--- config.mk ---
export PLATFORM = sky130hd
export DESIGN_NAME = dc_decision_ctrl
export DESIGN_NICKNAME = d
export VERILOG_FILES = /design/src/rtl/dc_pkg.sv /design/src/rtl/dc_var_track.sv /design/src/rtl/dc_first_free.sv /design/src/rtl/dc_min_level_pick.sv /design/src/rtl/dc_decision_ctrl.sv
export SDC_FILE = /design/constraint.sdc
export NUM_CORES = 1
export LEC_CHECK = 0
export ABC_AREA = 0
export CELL_PAD_IN_SITES_DETAIL_PLACEMENT = 1
export CELL_PAD_IN_SITES_GLOBAL_PLACEMENT = 1
export CORE_MARGIN = 5
export CORE_UTILIZATION = 35
export CTS_CLUSTER_SIZE = 12
export DETAILED_ROUTE_END_ITERATION = 16
export HOLD_SLACK_MARGIN = 0.06
export PLACE_DENSITY = 0.93
export SETUP_SLACK_MARGIN = 0.2
export SYNTH_ARGS = -nofsm -noshare
export SYNTH_HDL_FRONTEND = slang
export SYNTH_SLANG_ARGS = --single-unit
--- constraint.sdc ---
create_clock -name clk -period 21.5 [get_ports clk]
set_clock_uncertainty 0.05 [all_clocks]
set_input_delay 4.3 -clock clk [delete_from_list [all_inputs] [get_ports clk]]
set_output_delay 4.3 -clock clk [all_outputs]
set_load 0.02 [all_outputs]
--- src/rtl/dc_pkg.sv ---
package dc_pkg;

    typedef enum logic [3:0] {
        ST_REFRESH,
        ST_ASSIGN,
        ST_WAIT,
        ST_ANALYZE,
        ST_EXEC,
        ST_PSAT,
        ST_PUNSAT,
        ST_GSAT,
        ST_GUNSAT
    } dc_state_e;

    // Commands to the per-bin variable bookkeeping.
    typedef struct packed {
        logic clear_all;
        logic mark;
        logic mark_replay;
        logic undo;
        logic stop_replay;
    } trk_op_t;

    function automatic logic is_final(dc_state_e s);
        return (s == ST_GSAT) || (s == ST_GUNSAT);
    endfunction

endpackage

--- src/rtl/dc_var_track.sv ---
module dc_var_track
    import dc_pkg::*;
#(
    parameter int NUM_VARS = 8,
    parameter int IDX_W    = 3
) (
    input  logic                clk,
    input  logic                rst,
    input  trk_op_t             op,
    input  logic [IDX_W-1:0]    op_idx,
    input  logic                op_val,
    output logic [NUM_VARS-1:0] assigned,
    output logic [NUM_VARS-1:0] values,
    output logic [NUM_VARS-1:0] replayed
);

    logic [NUM_VARS-1:0] asg_n, val_n, rep_n;

    always_comb begin
        asg_n = assigned;
        val_n = values;
        rep_n = replayed;
        if (op.clear_all) begin
            asg_n = '0;
            val_n = '0;
            rep_n = '0;
        end else begin
            if (op.undo) begin
                for (int i = 0; i < NUM_VARS; i++) begin
                    if (i >= int'(op_idx)) asg_n[i] = 1'b0;
                end
            end
            if (op.stop_replay) rep_n = '1;
            if (op.mark) begin
                asg_n[op_idx] = 1'b1;
                val_n[op_idx] = op_val;
                if (op.mark_replay) rep_n[op_idx] = 1'b1;
            end
        end
    end

    always_ff @(posedge clk) begin
        if (rst) begin
            assigned <= '0;
            values   <= '0;
            replayed <= '0;
        end else begin
            assigned <= asg_n;
            values   <= val_n;
            replayed <= rep_n;
        end
    end

    // a retraction frees the backtrack variable itself
    p_undo_frees_r8: assert property (@(posedge clk) disable iff (rst)
        (op.undo && !op.mark && !op.clear_all) |=> !assigned[$past(op_idx)]);

endmodule

--- src/rtl/dc_first_free.sv ---
module dc_first_free #(
    parameter int NUM_VARS = 8,
    parameter int IDX_W    = 3
) (
    input  logic [NUM_VARS-1:0] cand,
    output logic                found,
    output logic [IDX_W-1:0]    idx
);

    always_comb begin
        found = 1'b0;
        idx   = '0;
        for (int i = NUM_VARS - 1; i >= 0; i--) begin
            if (cand[i]) begin
                found = 1'b1;
                idx   = IDX_W'(i);
            end
        end
    end

endmodule

--- src/rtl/dc_min_level_pick.sv ---
module dc_min_level_pick #(
    parameter int NUM_VARS = 8,
    parameter int IDX_W    = 3,
    parameter int LVL_W    = 8
) (
    input  logic                      clk,
    input  logic                      rst,
    input  logic [NUM_VARS-1:0]       pend,
    input  logic [NUM_VARS*LVL_W-1:0] levels,
    output logic                      found,
    output logic [IDX_W-1:0]          idx
);

    logic [LVL_W-1:0] best;

    always_comb begin
        found = 1'b0;
        idx   = '0;
        best  = '0;
        for (int i = 0; i < NUM_VARS; i++) begin
            if (pend[i] && (!found || (levels[i*LVL_W +: LVL_W] < best))) begin
                found = 1'b1;
                idx   = IDX_W'(i);
                best  = levels[i*LVL_W +: LVL_W];
            end
        end
    end

    // Independent scan: does any pending entry beat the chosen one?
    logic beaten;
    always_comb begin
        beaten = 1'b0;
        for (int j = 0; j < NUM_VARS; j++) begin
            if (found && pend[j] &&
                (levels[j*LVL_W +: LVL_W] < levels[int'(idx)*LVL_W +: LVL_W]))
                beaten = 1'b1;
        end
    end

    // replay always takes the lowest pending level
    p_lowest_level_r4: assert property (@(posedge clk) disable iff (rst) !beaten);

endmodule

--- src/rtl/dc_decision_ctrl.sv ---
module dc_decision_ctrl
    import dc_pkg::*;
#(
    parameter int NUM_VARS = 8,
    parameter int NUM_BINS = 8,
    parameter int LVL_W    = 8,
    localparam int IDX_W   = (NUM_VARS > 1) ? $clog2(NUM_VARS) : 1,
    localparam int BIN_W   = (NUM_BINS > 1) ? $clog2(NUM_BINS) : 1
) (
    input  logic                      clk,
    input  logic                      rst,
    output logic                      load_req,
    output logic [BIN_W-1:0]          load_bin,
    input  logic                      load_ack,
    input  logic [NUM_VARS-1:0]       bin_used,
    input  logic [NUM_VARS-1:0]       bin_decided,
    input  logic [NUM_VARS-1:0]       bin_value,
    input  logic [NUM_VARS*LVL_W-1:0] bin_level,
    input  logic                      cls_all_sat,
    input  logic [NUM_VARS-1:0]       cls_var_sat,
    input  logic [NUM_VARS-1:0]       cls_var_implied,
    input  logic                      cls_impl_done,
    input  logic                      cls_conflict,
    output logic                      asg_valid,
    output logic [IDX_W-1:0]          asg_var,
    output logic                      asg_value,
    output logic                      asg_replay,
    output logic                      undo_valid,
    output logic [IDX_W-1:0]          undo_from,
    output logic                      ana_start,
    input  logic                      ana_valid,
    input  logic                      ana_none,
    input  logic [BIN_W-1:0]          ana_bin,
    input  logic [IDX_W-1:0]          ana_var,
    output logic [BIN_W-1:0]          cur_bin,
    output logic                      part_sat,
    output logic                      part_unsat,
    output logic                      glob_sat,
    output logic                      glob_unsat
);

    localparam logic [BIN_W-1:0] LAST_BIN = BIN_W'(NUM_BINS - 1);

    dc_state_e          state, state_n;
    logic               loaded, loaded_n;
    logic [BIN_W-1:0]   target, target_n, cur_n;
    logic [IDX_W-1:0]   bt_idx, bt_n;
    logic               flip_v, flip_v_n;
    logic [IDX_W-1:0]   flip_idx, flip_idx_n;

    logic               asg_v_n, asg_val_n, asg_rep_n, undo_v_n, ana_start_n;
    logic [IDX_W-1:0]   asg_idx_n, undo_idx_n;

    trk_op_t            op;
    logic [IDX_W-1:0]   op_idx;
    logic               op_val;

    logic [NUM_VARS-1:0] assigned, values, replayed;
    logic [NUM_VARS-1:0] rep_pend, free_cand;
    logic                rep_found, free_found;
    logic [IDX_W-1:0]    rep_idx, free_idx;
    logic                do_replay, do_assign, new_val;

    dc_var_track #(.NUM_VARS(NUM_VARS), .IDX_W(IDX_W)) u_track (
        .clk      (clk),
        .rst      (rst),
        .op       (op),
        .op_idx   (op_idx),
        .op_val   (op_val),
        .assigned (assigned),
        .values   (values),
        .replayed (replayed)
    );

    assign rep_pend  = bin_decided & ~replayed;
    assign free_cand = bin_used & ~cls_var_sat & ~cls_var_implied & ~assigned;

    dc_min_level_pick #(.NUM_VARS(NUM_VARS), .IDX_W(IDX_W), .LVL_W(LVL_W)) u_replay_pick (
        .clk    (clk),
        .rst    (rst),
        .pend   (rep_pend),
        .levels (bin_level),
        .found  (rep_found),
        .idx    (rep_idx)
    );

    dc_first_free #(.NUM_VARS(NUM_VARS), .IDX_W(IDX_W)) u_next_free (
        .cand  (free_cand),
        .found (free_found),
        .idx   (free_idx)
    );

    assign new_val = (flip_v && (flip_idx == free_idx)) ? ~values[free_idx] : 1'b0;

    always_comb begin
        state_n     = state;
        loaded_n    = loaded;
        target_n    = target;
        cur_n       = cur_bin;
        bt_n        = bt_idx;
        flip_v_n    = flip_v;
        flip_idx_n  = flip_idx;
        asg_v_n     = 1'b0;
        asg_idx_n   = asg_var;
        asg_val_n   = asg_value;
        asg_rep_n   = asg_replay;
        undo_v_n    = 1'b0;
        undo_idx_n  = undo_from;
        ana_start_n = 1'b0;
        op          = '0;
        op_idx      = '0;
        op_val      = 1'b0;
        do_replay   = 1'b0;
        do_assign   = 1'b0;

        unique case (state)
            ST_REFRESH: begin
                if (!loaded) begin
                    if (load_ack) begin
                        loaded_n     = 1'b1;
                        cur_n        = target;
                        op.clear_all = 1'b1;
                        flip_v_n     = 1'b0;
                    end
                end else begin
                    loaded_n = 1'b0;
                    if (rep_found) begin
                        do_replay = 1'b1;
                        state_n   = ST_WAIT;
                    end else begin
                        state_n = ST_ASSIGN;
                    end
                end
            end
            ST_ASSIGN: begin
                if (cls_all_sat || !free_found) begin
                    state_n = ST_PSAT;
                end else begin
                    do_assign = 1'b1;
                    state_n   = ST_WAIT;
                end
            end
            ST_WAIT: begin
                if (cls_impl_done) begin
                    if (cls_conflict) begin
                        ana_start_n = 1'b1;
                        state_n     = ST_ANALYZE;
                    end else if (rep_found) begin
                        do_replay = 1'b1;
                    end else begin
                        state_n = ST_ASSIGN;
                    end
                end
            end
            ST_ANALYZE: begin
                if (ana_valid) begin
                    if (ana_none) begin
                        state_n = ST_GUNSAT;
                    end else if (ana_bin != cur_bin) begin
                        target_n = ana_bin;
                        state_n  = ST_PUNSAT;
                    end else begin
                        bt_n    = ana_var;
                        state_n = ST_EXEC;
                    end
                end
            end
            ST_EXEC: begin
                undo_v_n       = 1'b1;
                undo_idx_n     = bt_idx;
                op.undo        = 1'b1;
                op.stop_replay = 1'b1;
                op_idx         = bt_idx;
                flip_v_n       = 1'b1;
                flip_idx_n     = bt_idx;
                state_n        = ST_ASSIGN;
            end
            ST_PSAT: begin
                if (cur_bin == LAST_BIN) begin
                    state_n = ST_GSAT;
                end else begin
                    target_n = cur_bin + BIN_W'(1);
                    state_n  = ST_REFRESH;
                end
            end
            ST_PUNSAT: state_n = ST_REFRESH;
            ST_GSAT:   state_n = ST_GSAT;
            ST_GUNSAT: state_n = ST_GUNSAT;
            default:   state_n = ST_REFRESH;
        endcase

        if (do_replay) begin
            asg_v_n        = 1'b1;
            asg_idx_n      = rep_idx;
            asg_val_n      = bin_value[rep_idx];
            asg_rep_n      = 1'b1;
            op.mark        = 1'b1;
            op.mark_replay = 1'b1;
            op_idx         = rep_idx;
            op_val         = bin_value[rep_idx];
        end
        if (do_assign) begin
            asg_v_n   = 1'b1;
            asg_idx_n = free_idx;
            asg_val_n = new_val;
            asg_rep_n = 1'b0;
            op.mark   = 1'b1;
            op_idx    = free_idx;
            op_val    = new_val;
        end
    end

    always_ff @(posedge clk) begin
        if (rst) begin
            state      <= ST_REFRESH;
            loaded     <= 1'b0;
            target     <= '0;
            cur_bin    <= '0;
            bt_idx     <= '0;
            flip_v     <= 1'b0;
            flip_idx   <= '0;
            asg_valid  <= 1'b0;
            asg_var    <= '0;
            asg_value  <= 1'b0;
            asg_replay <= 1'b0;
            undo_valid <= 1'b0;
            undo_from  <= '0;
            ana_start  <= 1'b0;
        end else begin
            state      <= state_n;
            loaded     <= loaded_n;
            target     <= target_n;
            cur_bin    <= cur_n;
            bt_idx     <= bt_n;
            flip_v     <= flip_v_n;
            flip_idx   <= flip_idx_n;
            asg_valid  <= asg_v_n;
            asg_var    <= asg_idx_n;
            asg_value  <= asg_val_n;
            asg_replay <= asg_rep_n;
            undo_valid <= undo_v_n;
            undo_from  <= undo_idx_n;
            ana_start  <= ana_start_n;
        end
    end

    assign load_req   = (state == ST_REFRESH) && !loaded;
    assign load_bin   = target;
    assign part_sat   = (state == ST_PSAT);
    assign part_unsat = (state == ST_PUNSAT);
    assign glob_sat   = (state == ST_GSAT);
    assign glob_unsat = (state == ST_GUNSAT);

    // request held with a stable index until acknowledged
    p_req_hold_r7: assert property (@(posedge clk) disable iff (rst)
        (load_req && !load_ack) |=> (load_req && $stable(load_bin)));

    // a satisfied non-final bin is followed by a request for the next one
    p_next_bin_r5: assert property (@(posedge clk) disable iff (rst)
        (part_sat && (cur_bin != LAST_BIN)) |=>
        (load_req && (load_bin == $past(cur_bin) + BIN_W'(1))));

    // global SAT is terminal and requests nothing
    p_gsat_hold_r6: assert property (@(posedge clk) disable iff (rst)
        glob_sat |=> (glob_sat && !load_req));

    // global UNSAT is terminal and broadcasts nothing
    p_gunsat_hold_r10: assert property (@(posedge clk) disable iff (rst)
        glob_unsat |=> (glob_unsat && !asg_valid && !load_req));

    // leaving for another bin requests a bin other than the current one
    p_punsat_target_r9: assert property (@(posedge clk) disable iff (rst)
        part_unsat |=> (load_req && (load_bin != cur_bin)));

    // no final result while a bin is still being requested
    p_no_result_loading_r1: assert property (@(posedge clk) disable iff (rst)
        load_req |-> !(glob_sat || glob_unsat || asg_valid));

endmodule

== Word level (Yosys, flattened, before mapping) ==
Index checks and enable logic that the tools add are counted.
Cells by class
  add/subtract/negate cells: 1
  order comparisons: 18
  eq/ne operators: 20
  mux-type cells: 105
  bitwise logic cells: 16
  reductions and logical operators: 39
Operator list (number)
  $mux 8: 14
  $mux 3: 23
  $lt 8x8->1: 7
  $mux 1: 48
  $and 8x8->8: 4
  $not 8->8: 4
  $pmux 4 s8: 1
  $mux 4: 6
  $eq 4x3->1 const B: 4
  $ne 2x2->1 const B: 8
  $or 8x8->8: 2
  $lt 3x4->1 const B: 3
  $mux 2: 6
  $logic_and 1x1->1: 10
  $ge 3x3->1 const A: 3
  $logic_not 1->1: 9
  $bwmux 8: 1
  $eq 4x2->1 const B: 2
  $logic_or 1x1->1: 8
  $reduce_and 4->1: 2
  $bmux 1 s3: 2
  $ge 1x3->1 const A: 2
  $ge 2x3->1 const A: 2
  $not 1->1: 6
  17 further kinds: 22
Storage, ports and cells
  bits in registers: 50
  output and inout port bits: 22
  word-level logic and storage cells: 215

== Depth between registers and ports, before layout ==
Gate-level depths: netlist (run 1).
  depth in word-level cells: 44
  mapped depth: 76
  depth with buffers taken out: 67

== Hierarchy ==
A second synthesis (run 1) with hierarchy kept.
Unflattened totals
  cells, all modules: 642
  area total of the unflattened synthesis: 5162.5 um^2
By module, submodules not included
  dc_min_level_pick: instances 1, cells an instance 317, area an instance 2376.0 um^2, sequential area each 0.0 um^2
  dc_decision_ctrl: instances 1, cells an instance 203, area an instance 1682.9 um^2, sequential area each 520.5 um^2
  dc_var_track: instances 1, cells an instance 109, area an instance 1023.5 um^2, sequential area each 480.5 um^2
  dc_first_free: instances 1, cells an instance 13, area an instance 80.1 um^2, sequential area each 0.0 um^2

== Least setup slack after synthesis (run 1) ==
OpenSTA, ideal clock, no wires.
  kind: input to register
  start point: input port bin_decided[0]
  end point: register u_track.replayed[3]
  arrival time: 17.683 ns
  setup slack: 3.639 ns
  stages: 72
  path buffers: 9
  cells stage by stage: nor2b_1 > clkbuf_1 > buf_2 > nand2_1 > ha_1 > or3b_1 > o2111ai_1 > a31o_4 > nand2_1 > a21oi_1 > clkbuf_1 > nand2_1 > o21ai_0 > inv_1 > ha_1 > a211o_1 > a21oi_1 > and3_1 > [36 not listed] > buf_4 > clkbuf_1 > nor2_1 > a21o_1 > ha_1 > a21o_1 > a21o_1 > a21oi_1 > a31oi_1 > a211oi_1 > and3_1 > a32oi_2 > and2_1 > a31o_2 > and2_1 > buf_2 > a311oi_1 > nor2_1
Between the ends
  word-level cells in the longest chain between the ends: 43
Ends and longest elaborated chain
  from (decl): RTL line dc_decision_ctrl.sv:16  | input logic [NUM_VARS-1:0] bin_decided,
  $and 8x8->8 (*): RTL line dc_decision_ctrl.sv:75  | assign rep_pend = bin_decided & ~replayed;
  $mux 8 or $mux 1 (tied branches): RTL line dc_min_level_pick.sv:21  | if (pend[i] && (!found || (levels[i*LVL_W +: LVL_W] < best))) begin
  $lt 8x8->1 or $logic_not 1->1 (tied branches): RTL line dc_min_level_pick.sv:21
  $logic_or 1x1->1: RTL line dc_min_level_pick.sv:21
  $logic_and 1x1->1: RTL line dc_min_level_pick.sv:21
  $mux 8 or $mux 1 (tied branches): RTL line dc_min_level_pick.sv:21
  $lt 8x8->1 or $logic_not 1->1 (tied branches): RTL line dc_min_level_pick.sv:21
  $logic_or 1x1->1: RTL line dc_min_level_pick.sv:21
  [27 not listed]
  $mux 3: RTL line dc_decision_ctrl.sv:202  | if (do_assign) begin
  $lt 3x4->1 (not written as such) or $ge 3x1->1 (tied branches): RTL line dc_var_track.sv:37  | if (op.mark_replay) rep_n[op_idx] = 1'b1;
  $logic_and 1x1->1 (not written as such): RTL line dc_var_track.sv:37
  $mux 1 (not written as such): RTL line dc_var_track.sv:37
  $demux 1 s3
  $or 8x8->8 (no source line)
  $mux 8: RTL line dc_var_track.sv:37
  $mux 8 (*): RTL line dc_var_track.sv:34  | if (op.mark) begin
  to (signal assigned): RTL line dc_var_track.sv:50  | replayed <= rep_n;
  to (decl): RTL line dc_var_track.sv:14  | output logic [NUM_VARS-1:0] replayed
Mark *: on every way between the ends. The rest lies on a longest branch, timed or not.
A chain may end at the register's enable or synchronous reset.

== Final worst setup path (run 1) ==
  start point: input port bin_decided[0]
  end point: register u_track.values[7]
Between the ends
  word-level cells in the longest chain between the ends: 41
Ends and longest elaborated chain
  $and 8x8->8 (*): RTL line dc_decision_ctrl.sv:75
  $mux 8 or $mux 1 (tied branches): RTL line dc_min_level_pick.sv:21
  $lt 8x8->1 or $logic_not 1->1 (tied branches): RTL line dc_min_level_pick.sv:21
  $logic_or 1x1->1: RTL line dc_min_level_pick.sv:21
  $logic_and 1x1->1: RTL line dc_min_level_pick.sv:21
  $mux 8 or $mux 1 (tied branches): RTL line dc_min_level_pick.sv:21
  $lt 8x8->1 or $logic_not 1->1 (tied branches): RTL line dc_min_level_pick.sv:21
  $logic_or 1x1->1: RTL line dc_min_level_pick.sv:21
  [25 not listed]
  $pmux 1 s2: RTL line dc_decision_ctrl.sv:116  | unique case (state)
  $mux 3: RTL line dc_decision_ctrl.sv:192  | if (do_replay) begin
  $mux 3: RTL line dc_decision_ctrl.sv:202
  $lt 3x4->1 (not written as such) or $ge 3x1->1 (tied branches): RTL line dc_var_track.sv:36  | val_n[op_idx] = op_val;
  $logic_and 1x1->1 (not written as such): RTL line dc_var_track.sv:36
  $mux 1 (not written as such): RTL line dc_var_track.sv:36
  $demux 1 s3
  $bwmux 8: RTL line dc_var_track.sv:36
  to (signal assigned): RTL line dc_var_track.sv:49  | values <= val_n;
  to (decl): RTL line dc_var_track.sv:13  | output logic [NUM_VARS-1:0] values,
Mark *: on every way between the ends. The rest lies on a longest branch, timed or not. The select of a mux whose other input is x is not followed.

==> impl_metrics.env, run 1 <==
export IMPL_critPathArrivalTime_ps=19720
export IMPL_finalCritPeriodShare_pct=91.1
export IMPL_post_synth_inst_count=648
export IMPL_worst_ir_drop_vdd_mv=0.0730
export IMPL_final_max_slew_violation_count=0
export IMPL_die_width_um=129
export IMPL_placed_cells=944
export IMPL_route_detailed_wl_per_inst_um=18.3
export IMPL_drt_initial_drc_count=290
export IMPL_syn_area_per_cell_um2=7.58
export IMPL_power_switching_share_pct=48.7
export IMPL_async_reset_ff_share_pct=0
export IMPL_core_region_area_um2=13800
export IMPL_synthDistinctLibCells=83
export IMPL_die_area_um2=16500
export IMPL_worst_path_most_repeated_cell="sky130_fd_sc_hd__ha_1"
export IMPL_drt_total_wl_mm=17.4
export IMPL_ios=140
export IMPL_tritoncts_buffers=5
export IMPL_detailroute_via_count=5337
export IMPL_setup_worst_path_class="in -> reg"
export IMPL_synth_main_ff_cell="sky130_fd_sc_hd__dfxtp_1"
export IMPL_drive_gt1_share_pct=6.87
export IMPL_timing_max_cap_violations=0
export IMPL_number_of_register_bits_inferred_by_synthesis=50
export IMPL_grt_start_max_net_pins=26
export IMPL_final_core_util_pct=47.7
export IMPL_h_tree_depth=2
export IMPL_setup_worst_path_start_class="input pin"
export IMPL_final_critical_path_time_including_i_o_delays_and_setup_ps=19590
export IMPL_power_frac_seq_pct=18.6
export IMPL_worst_r2r_setup_slack_ps=6020
export IMPL_grt_setup_unrepaired="no"
export IMPL_timing_final_hold_violations=0
export IMPL_drc=0
export IMPL_grt_first_pass_wirelength_mm=27.1
export IMPL_final_non_filler_cells=952
export IMPL_rows=43
export IMPL_final_fill_count=1684
export IMPL_worst_pin_slew_ps=1170
export IMPL_critical_path_required_ps=21630
export IMPL_clkSinkCount=50
export IMPL_post_drt_via_cell_ratio=5.61
export IMPL_globalRoute_totalOverflow=0
export IMPL_chipHeight_um=129
export IMPL_cts_tree="yes"
export IMPL_postLayoutSetupSlackWorst_ps=1910
export IMPL_timing_limited_maximum_frequency_mhz=51.0
export IMPL_slew_limit_headroom_pct=21.8
export IMPL_num_nets_final=940
export IMPL_finalSetupTns_ps=0
export IMPL_mappedNetlistArea_um2=4910
export IMPL_place_detailed_hpwl_mm=14.4
export IMPL_power_frac_comb_pct=69.0
export IMPL_area_growth_from_synthesis_to_layout_pct=34.2
export IMPL_grt_antenna_before_repair=0
export IMPL_num_antenna_cells=0
export IMPL_groute_usage_overall_pct=19.9
export IMPL_timing_final_setup_violations=0
export IMPL_postRouteAntennaNets=0
export IMPL_crit_path_max_fanout=20
export IMPL_cp_top_family="compound AO/OA/AOI/OAI gates"
export IMPL_initial_utilization_pct=35.5
export IMPL_timing_critical_path_slowest_cell_delay_ps=650
export IMPL_numPortBuffers=139
export IMPL_cts_hold_buffers=0
export IMPL_final_cell_mix="sky130_fd_sc_hd__clkdlybuf4s50_1, sky130_fd_sc_hd__nand2_1, sky130_fd_sc_hd__nor2_1, sky130_fd_sc_hd__ha_1, sky130_fd_sc_hd__dfxtp_1"
export IMPL_clk_buf_depth=2
export IMPL_fraction_of_the_yosys_area_taken_by_sequential_cells_pct=20.4
export IMPL_intPower_mw=0.337
export IMPL_synth_edff_count=0
export IMPL_mappedNetlistNets=817
export IMPL_postCtsSetupRepairBufs=0
export IMPL_worstPathBufferInverterCount=6
export IMPL_status="complete, no violations"
export IMPL_min_path_type="reg -> reg"
export IMPL_total_switching_power_mw=0.319
export IMPL_clockRootBuffer="sky130_fd_sc_hd__clkbuf_16"
export IMPL_clockPowerShare_pct=12.4
export IMPL_final_common_cell="sky130_fd_sc_hd__clkdlybuf4s50_1"
export IMPL_synth_warning_count=0
export IMPL_cts_clk_slew_worst_paths_ps=60
export IMPL_power_per_cell_area_nw_per_um2=99.5
export IMPL_static_leakage_power_nw=2.62
export IMPL_crit_path_top_delay_cell="sky130_fd_sc_hd__o31ai_4"
export IMPL_clock_latency_ps=300
export IMPL_vias_in_the_first_global_route=5547
export IMPL_dp_slack_ps=731
export IMPL_end_kind="register"
export IMPL_first_pass_iters=4
export IMPL_gp_congestion=0.855
## per-stage QoR
stage	cell area, µm²	power (mW)	hold slack (ps)
6_report	6590	0.656	414
2_1_floorplan	4910	0.443	374
5_1_grt	6590	0.710	441
3_3_place_gp	6430	0.552	391
4_1_cts	6580	0.653	416
3_5_place_dp	6430	0.569	404
## final cells by class
cell class / count / area, µm² / area share (%)
multi-input cells: 538 / 3680 / 55.8
inverters: 35 / 131 / 1.99
clock inverters: 1 / 5.00 / 0.0759
well taps: 180 / 225 / 3.42
repair buffers: 141 / 1410 / 21.3
flip-flops and latches: 50 / 1000 / 15.2
clock buffers: 7 / 143 / 2.16
## power by group through the flow
| stage | logic (mW) | registers, mW | clock network (mW) |
|---|---|---|---|
| after floorplan | 0.321 | 0.122 | 0 |
| final | 0.452 | 0.122 | 0.0815 |
| after CTS | 0.448 | 0.122 | 0.0824 |
| after detailed placement | 0.445 | 0.124 | 0 |
| after global placement | 0.428 | 0.124 | 0 |
| after global routing | 0.499 | 0.125 | 0.0863 |
## path summary, 6_finish.rpt
check | startpoint | to | cells after the start
setup reg to reg | u_track.replayed[0] | u_track.values[7] | 65
hold / removal | asg_value | asg_value | 2
hold reg to reg | asg_value | asg_value | 2
setup / recovery | bin_decided[0] | u_track.values[7] | 66
## sequential cells by signal (all words and copies together), names as in the netlist, 3 cells and up
signal / flops
u_track.assigned: 8
u_track.replayed: 8
bt_idx: 3
flip_idx: 3
cur_bin: 3
asg_var: 3
u_track.values: 8
state: 4
load_bin: 3
## Yosys cell counts, types with 9 or more instances
cell type | instances | share of area (%)
sky130_fd_sc_hd__a21o_1 | 16 | 2.4
sky130_fd_sc_hd__a21oi_1 | 51 | 5.2
sky130_fd_sc_hd__a31oi_1 | 9 | 1.1
sky130_fd_sc_hd__and2_1 | 11 | 1.4
sky130_fd_sc_hd__clkbuf_1 | 16 | 1.2
sky130_fd_sc_hd__dfxtp_1 | 50 | 20
sky130_fd_sc_hd__ha_1 | 51 | 13
sky130_fd_sc_hd__inv_1 | 35 | 2.7
sky130_fd_sc_hd__mux2_2 | 15 | 3.4
sky130_fd_sc_hd__mux2i_1 | 13 | 2.6
sky130_fd_sc_hd__nand2_1 | 82 | 6.3
sky130_fd_sc_hd__nand3_1 | 20 | 2.0
sky130_fd_sc_hd__nor2_1 | 66 | 5.0
sky130_fd_sc_hd__nor2b_1 | 13 | 1.7
sky130_fd_sc_hd__nor3_1 | 9 | 0.92
sky130_fd_sc_hd__o21a_1 | 11 | 1.7
sky130_fd_sc_hd__o21ai_0 | 35 | 3.6
## kinds of logic (layout without fill, tap and decap cells)
logic type | after synthesis | after routing | synth area share (%)
simple gates | 256 | 256 | 25.6
compound gates | 198 | 198 | 29.0
buf+inv | 60 | 184 | 5.04
fa+ha+maj | 51 | 51 | 13.0
flops | 50 | 50 | 20.4
mux | 28 | 28 | 6.08
xor+xnor | 5 | 5 | 0.891
## tightest hold or removal path: cells and delay by family, from the launching register on
| family | cells | cell delay [ps] |
|---|---|---|
| compound gates | 1 | 50 |
| simple gates | 1 | 50 |
| flops | 1 | 310 |
## layer usage
| layer | global-route usage [%] | wire length (µm) |
|---|---|---|
| met5 | 0 | 0 |
| met4 | 3.21 | 163 |
| met3 | 3.20 | 929 |
| met2 | 37.2 | 8740 |
| met1 | 24.3 | 7560 |
## timing repair
action,in CTS,in global routing
gates resized for setup,0,3
endpoints found under the setup margin,0,26
endpoints found under the hold margin,0,0
Power figures use the tool's default switching activity.
==> run 2, diff against run 1 <==
--- a/config.mk
+++ b/config.mk
@@ -14,6 +14,7 @@
 export DETAILED_ROUTE_END_ITERATION = 16
 export HOLD_SLACK_MARGIN = 0.06
 export PLACE_DENSITY = 0.93
+export REMOVE_ABC_BUFFERS = 1
 export SETUP_SLACK_MARGIN = 0.2
 export SYNTH_ARGS = -nofsm -noshare
 export SYNTH_HDL_FRONTEND = slang
==> impl_metrics.env, run 2 (same netlist as run 1, synthesis figures left out) <==
export IMPL_grt_setup_unrepaired="no"
export IMPL_crit_reg2reg_capture="u_track.values[1]"
export IMPL_num_nets_final=941
export IMPL_finalCritPeriodShare_pct=91.8
export IMPL_vias_in_the_first_global_route=5556
export IMPL_die_area_um2=16500
export IMPL_ios=140
export IMPL_final_cell_mix="sky130_fd_sc_hd__clkdlybuf4s50_1, sky130_fd_sc_hd__nand2_1, sky130_fd_sc_hd__nor2_1, sky130_fd_sc_hd__ha_1, sky130_fd_sc_hd__dfxtp_1"
export IMPL_gp_congestion=0.912
export IMPL_final_fill_count=1684
export IMPL_drt_total_wl_mm=17.5
export IMPL_power_frac_comb_pct=67.9
export IMPL_power_per_cell_area_nw_per_um2=101
export IMPL_worst_pin_slew_ps=1130
export IMPL_chipHeight_um=129
export IMPL_critical_path_required_ps=21590
export IMPL_end_kind="register"
export IMPL_h_tree_depth=2
export IMPL_area_growth_from_synthesis_to_layout_pct=34.7
export IMPL_worst_r2r_setup_slack_ps=5890
export IMPL_clock_latency_ps=290
export IMPL_detailroute_via_count=5309
export IMPL_post_drt_via_cell_ratio=5.57
export IMPL_cts_tree="yes"
export IMPL_post_cts_resize_count=0
export IMPL_power_switching_share_pct=48.1
export IMPL_rows=43
export IMPL_drc=0
export IMPL_min_path_type="reg -> reg"
export IMPL_static_leakage_power_nw=2.63
export IMPL_num_antenna_cells=0
export IMPL_grt_start_max_net_pins=26
export IMPL_critPathLaunch="bin_decided[0]"
export IMPL_timing_final_setup_violations=0
export IMPL_drt_initial_drc_count=306
export IMPL_globalRoute_totalOverflow=0
export IMPL_clockRootBuffer="sky130_fd_sc_hd__clkbuf_16"
export IMPL_numPortBuffers=139
export IMPL_final_max_slew_violation_count=0
export IMPL_largest_regs="u_track.assigned (8), u_track.replayed (8), u_track.values (8)"
export IMPL_crit_path_max_fanout=20
export IMPL_intPower_mw=0.345
export IMPL_critPathArrivalTime_ps=19820
export IMPL_clkSinkCount=50
export IMPL_postLayoutSetupSlackWorst_ps=1770
export IMPL_postCtsSetupRepairBufs=0
export IMPL_number_of_cells_on_the_worst_reg_to_reg_path=66
export IMPL_clockPowerShare_pct=13.8
export IMPL_dp_slack_ps=660
export IMPL_power_frac_seq_pct=18.4
export IMPL_setup_worst_path_class="in -> reg"
export IMPL_grt_antenna_before_repair=0
export IMPL_rr_startpoint="u_track.replayed[0]"
export IMPL_final_critical_path_time_including_i_o_delays_and_setup_ps=19730
export IMPL_clk_buf_depth=2
export IMPL_timing_hold_worst_start="u_track.assigned[0]"
export IMPL_drive_gt1_share_pct=6.99
export IMPL_postRouteAntennaNets=0
export IMPL_groute_usage_overall_pct=20.0
export IMPL_crit_path_top_delay_cell="sky130_fd_sc_hd__o211ai_1"
export IMPL_timing_critical_path_slowest_cell_delay_ps=670
export IMPL_timing_final_hold_violations=0
export IMPL_finalSetupTns_ps=0
export IMPL_first_pass_iters=4
export IMPL_slew_limit_headroom_pct=24.7
export IMPL_fin_area_um2=6620
export IMPL_cts_hold_buffers=0
export IMPL_initial_utilization_pct=35.5
export IMPL_status="complete, no violations"
export IMPL_timing_max_cap_violations=0
export IMPL_timing_limited_maximum_frequency_mhz=50.7
export IMPL_tritoncts_buffers=5
export IMPL_cts_clk_slew_worst_paths_ps=70
export IMPL_hold_end="u_track.assigned[0]"
export IMPL_timing_hold_worst_path_depth=2
export IMPL_core_region_area_um2=13800
export IMPL_total_switching_power_mw=0.320
export IMPL_route_detailed_wl_per_inst_um=18.3
export IMPL_place_detailed_hpwl_mm=14.3
export IMPL_worst_ir_drop_vdd_mv=0.0853
export IMPL_grt_first_pass_wirelength_mm=27.4
export IMPL_placed_standard_cell_area_um2=6440
export IMPL_die_width_um=129
export IMPL_setup_worst_path_start_class="input pin"
export IMPL_final_common_cell="sky130_fd_sc_hd__clkdlybuf4s50_1"
[run 2: through the flow]
step | utilization [%] | std cells | total power [mW] | hold slack, ps
6_report | 47.9 | 953 | 0.665 | 410
5_1_grt | 47.9 | 953 | 0.720 | 430
4_1_cts | 47.8 | 953 | 0.661 | 412
3_5_place_dp | 46.6 | 945 | 0.567 | 396
3_3_place_gp | 46.6 | 945 | 0.551 | 384
2_1_floorplan | - | 623 | 0.429 | 374
[run 2: cell type report]
| type | instances | area, µm² | area share, % |
|---|---|---|---|
| multi-input combinational | 538 | 3680 | 55.6 |
| sequential | 50 | 1000 | 15.1 |
| clock buffer | 6 | 129 | 1.95 |
| timing repair buffer | 142 | 1410 | 21.4 |
| inverter | 35 | 131 | 1.98 |
| tap | 180 | 225 | 3.40 |
| clock inverter | 2 | 37.5 | 0.567 |
[run 2: worst max-delay path: cells and delay by family]
| kind | cells | cell delay, ps |
|---|---|---|
| AND/OR/NAND/NOR | 15 | 3270 |
| adder cells (fa/ha/maj) | 7 | 1520 |
| AO/OA/AOI/OAI | 36 | 8560 |
| multiplexers | 3 | 1200 |
| buffers and inverters | 6 | 1010 |
[run 2: power by group through the flow]
stage / Sequential (mW) / Combinational, mW / Clock [mW]
2_1_floorplan: 0.125 / 0.304 / 0
3_3_place_gp: 0.124 / 0.427 / 0
3_5_place_dp: 0.124 / 0.443 / 0
4_1_cts: 0.122 / 0.446 / 0.0925
5_1_grt: 0.124 / 0.500 / 0.0957
6_report: 0.122 / 0.451 / 0.0916
[run 2: layer usage]
| layer | global-route usage [%] | up-vias | routed length [µm] |
|---|---|---|---|
| met3 | 2.24 | 17 | 677 |
| met5 | 0 | - | 0 |
| met4 | 3.71 | 0 | 246 |
| met1 | 25.0 | 2535 | 7920 |
| met2 | 37.2 | 125 | 8620 |
| li1 | - | 2632 | - |
[run 2: how the worst max path moves through the flow]
stage	slack [ps]	end
3_5_place_dp	660	u_track.values[1]
2_1_floorplan	3330	u_track.values[7]
5_1_grt	530	u_track.values[1]
3_3_place_gp	1580	u_track.values[1]
4_1_cts	900	u_track.values[1]
6_report	1770	u_track.values[1]
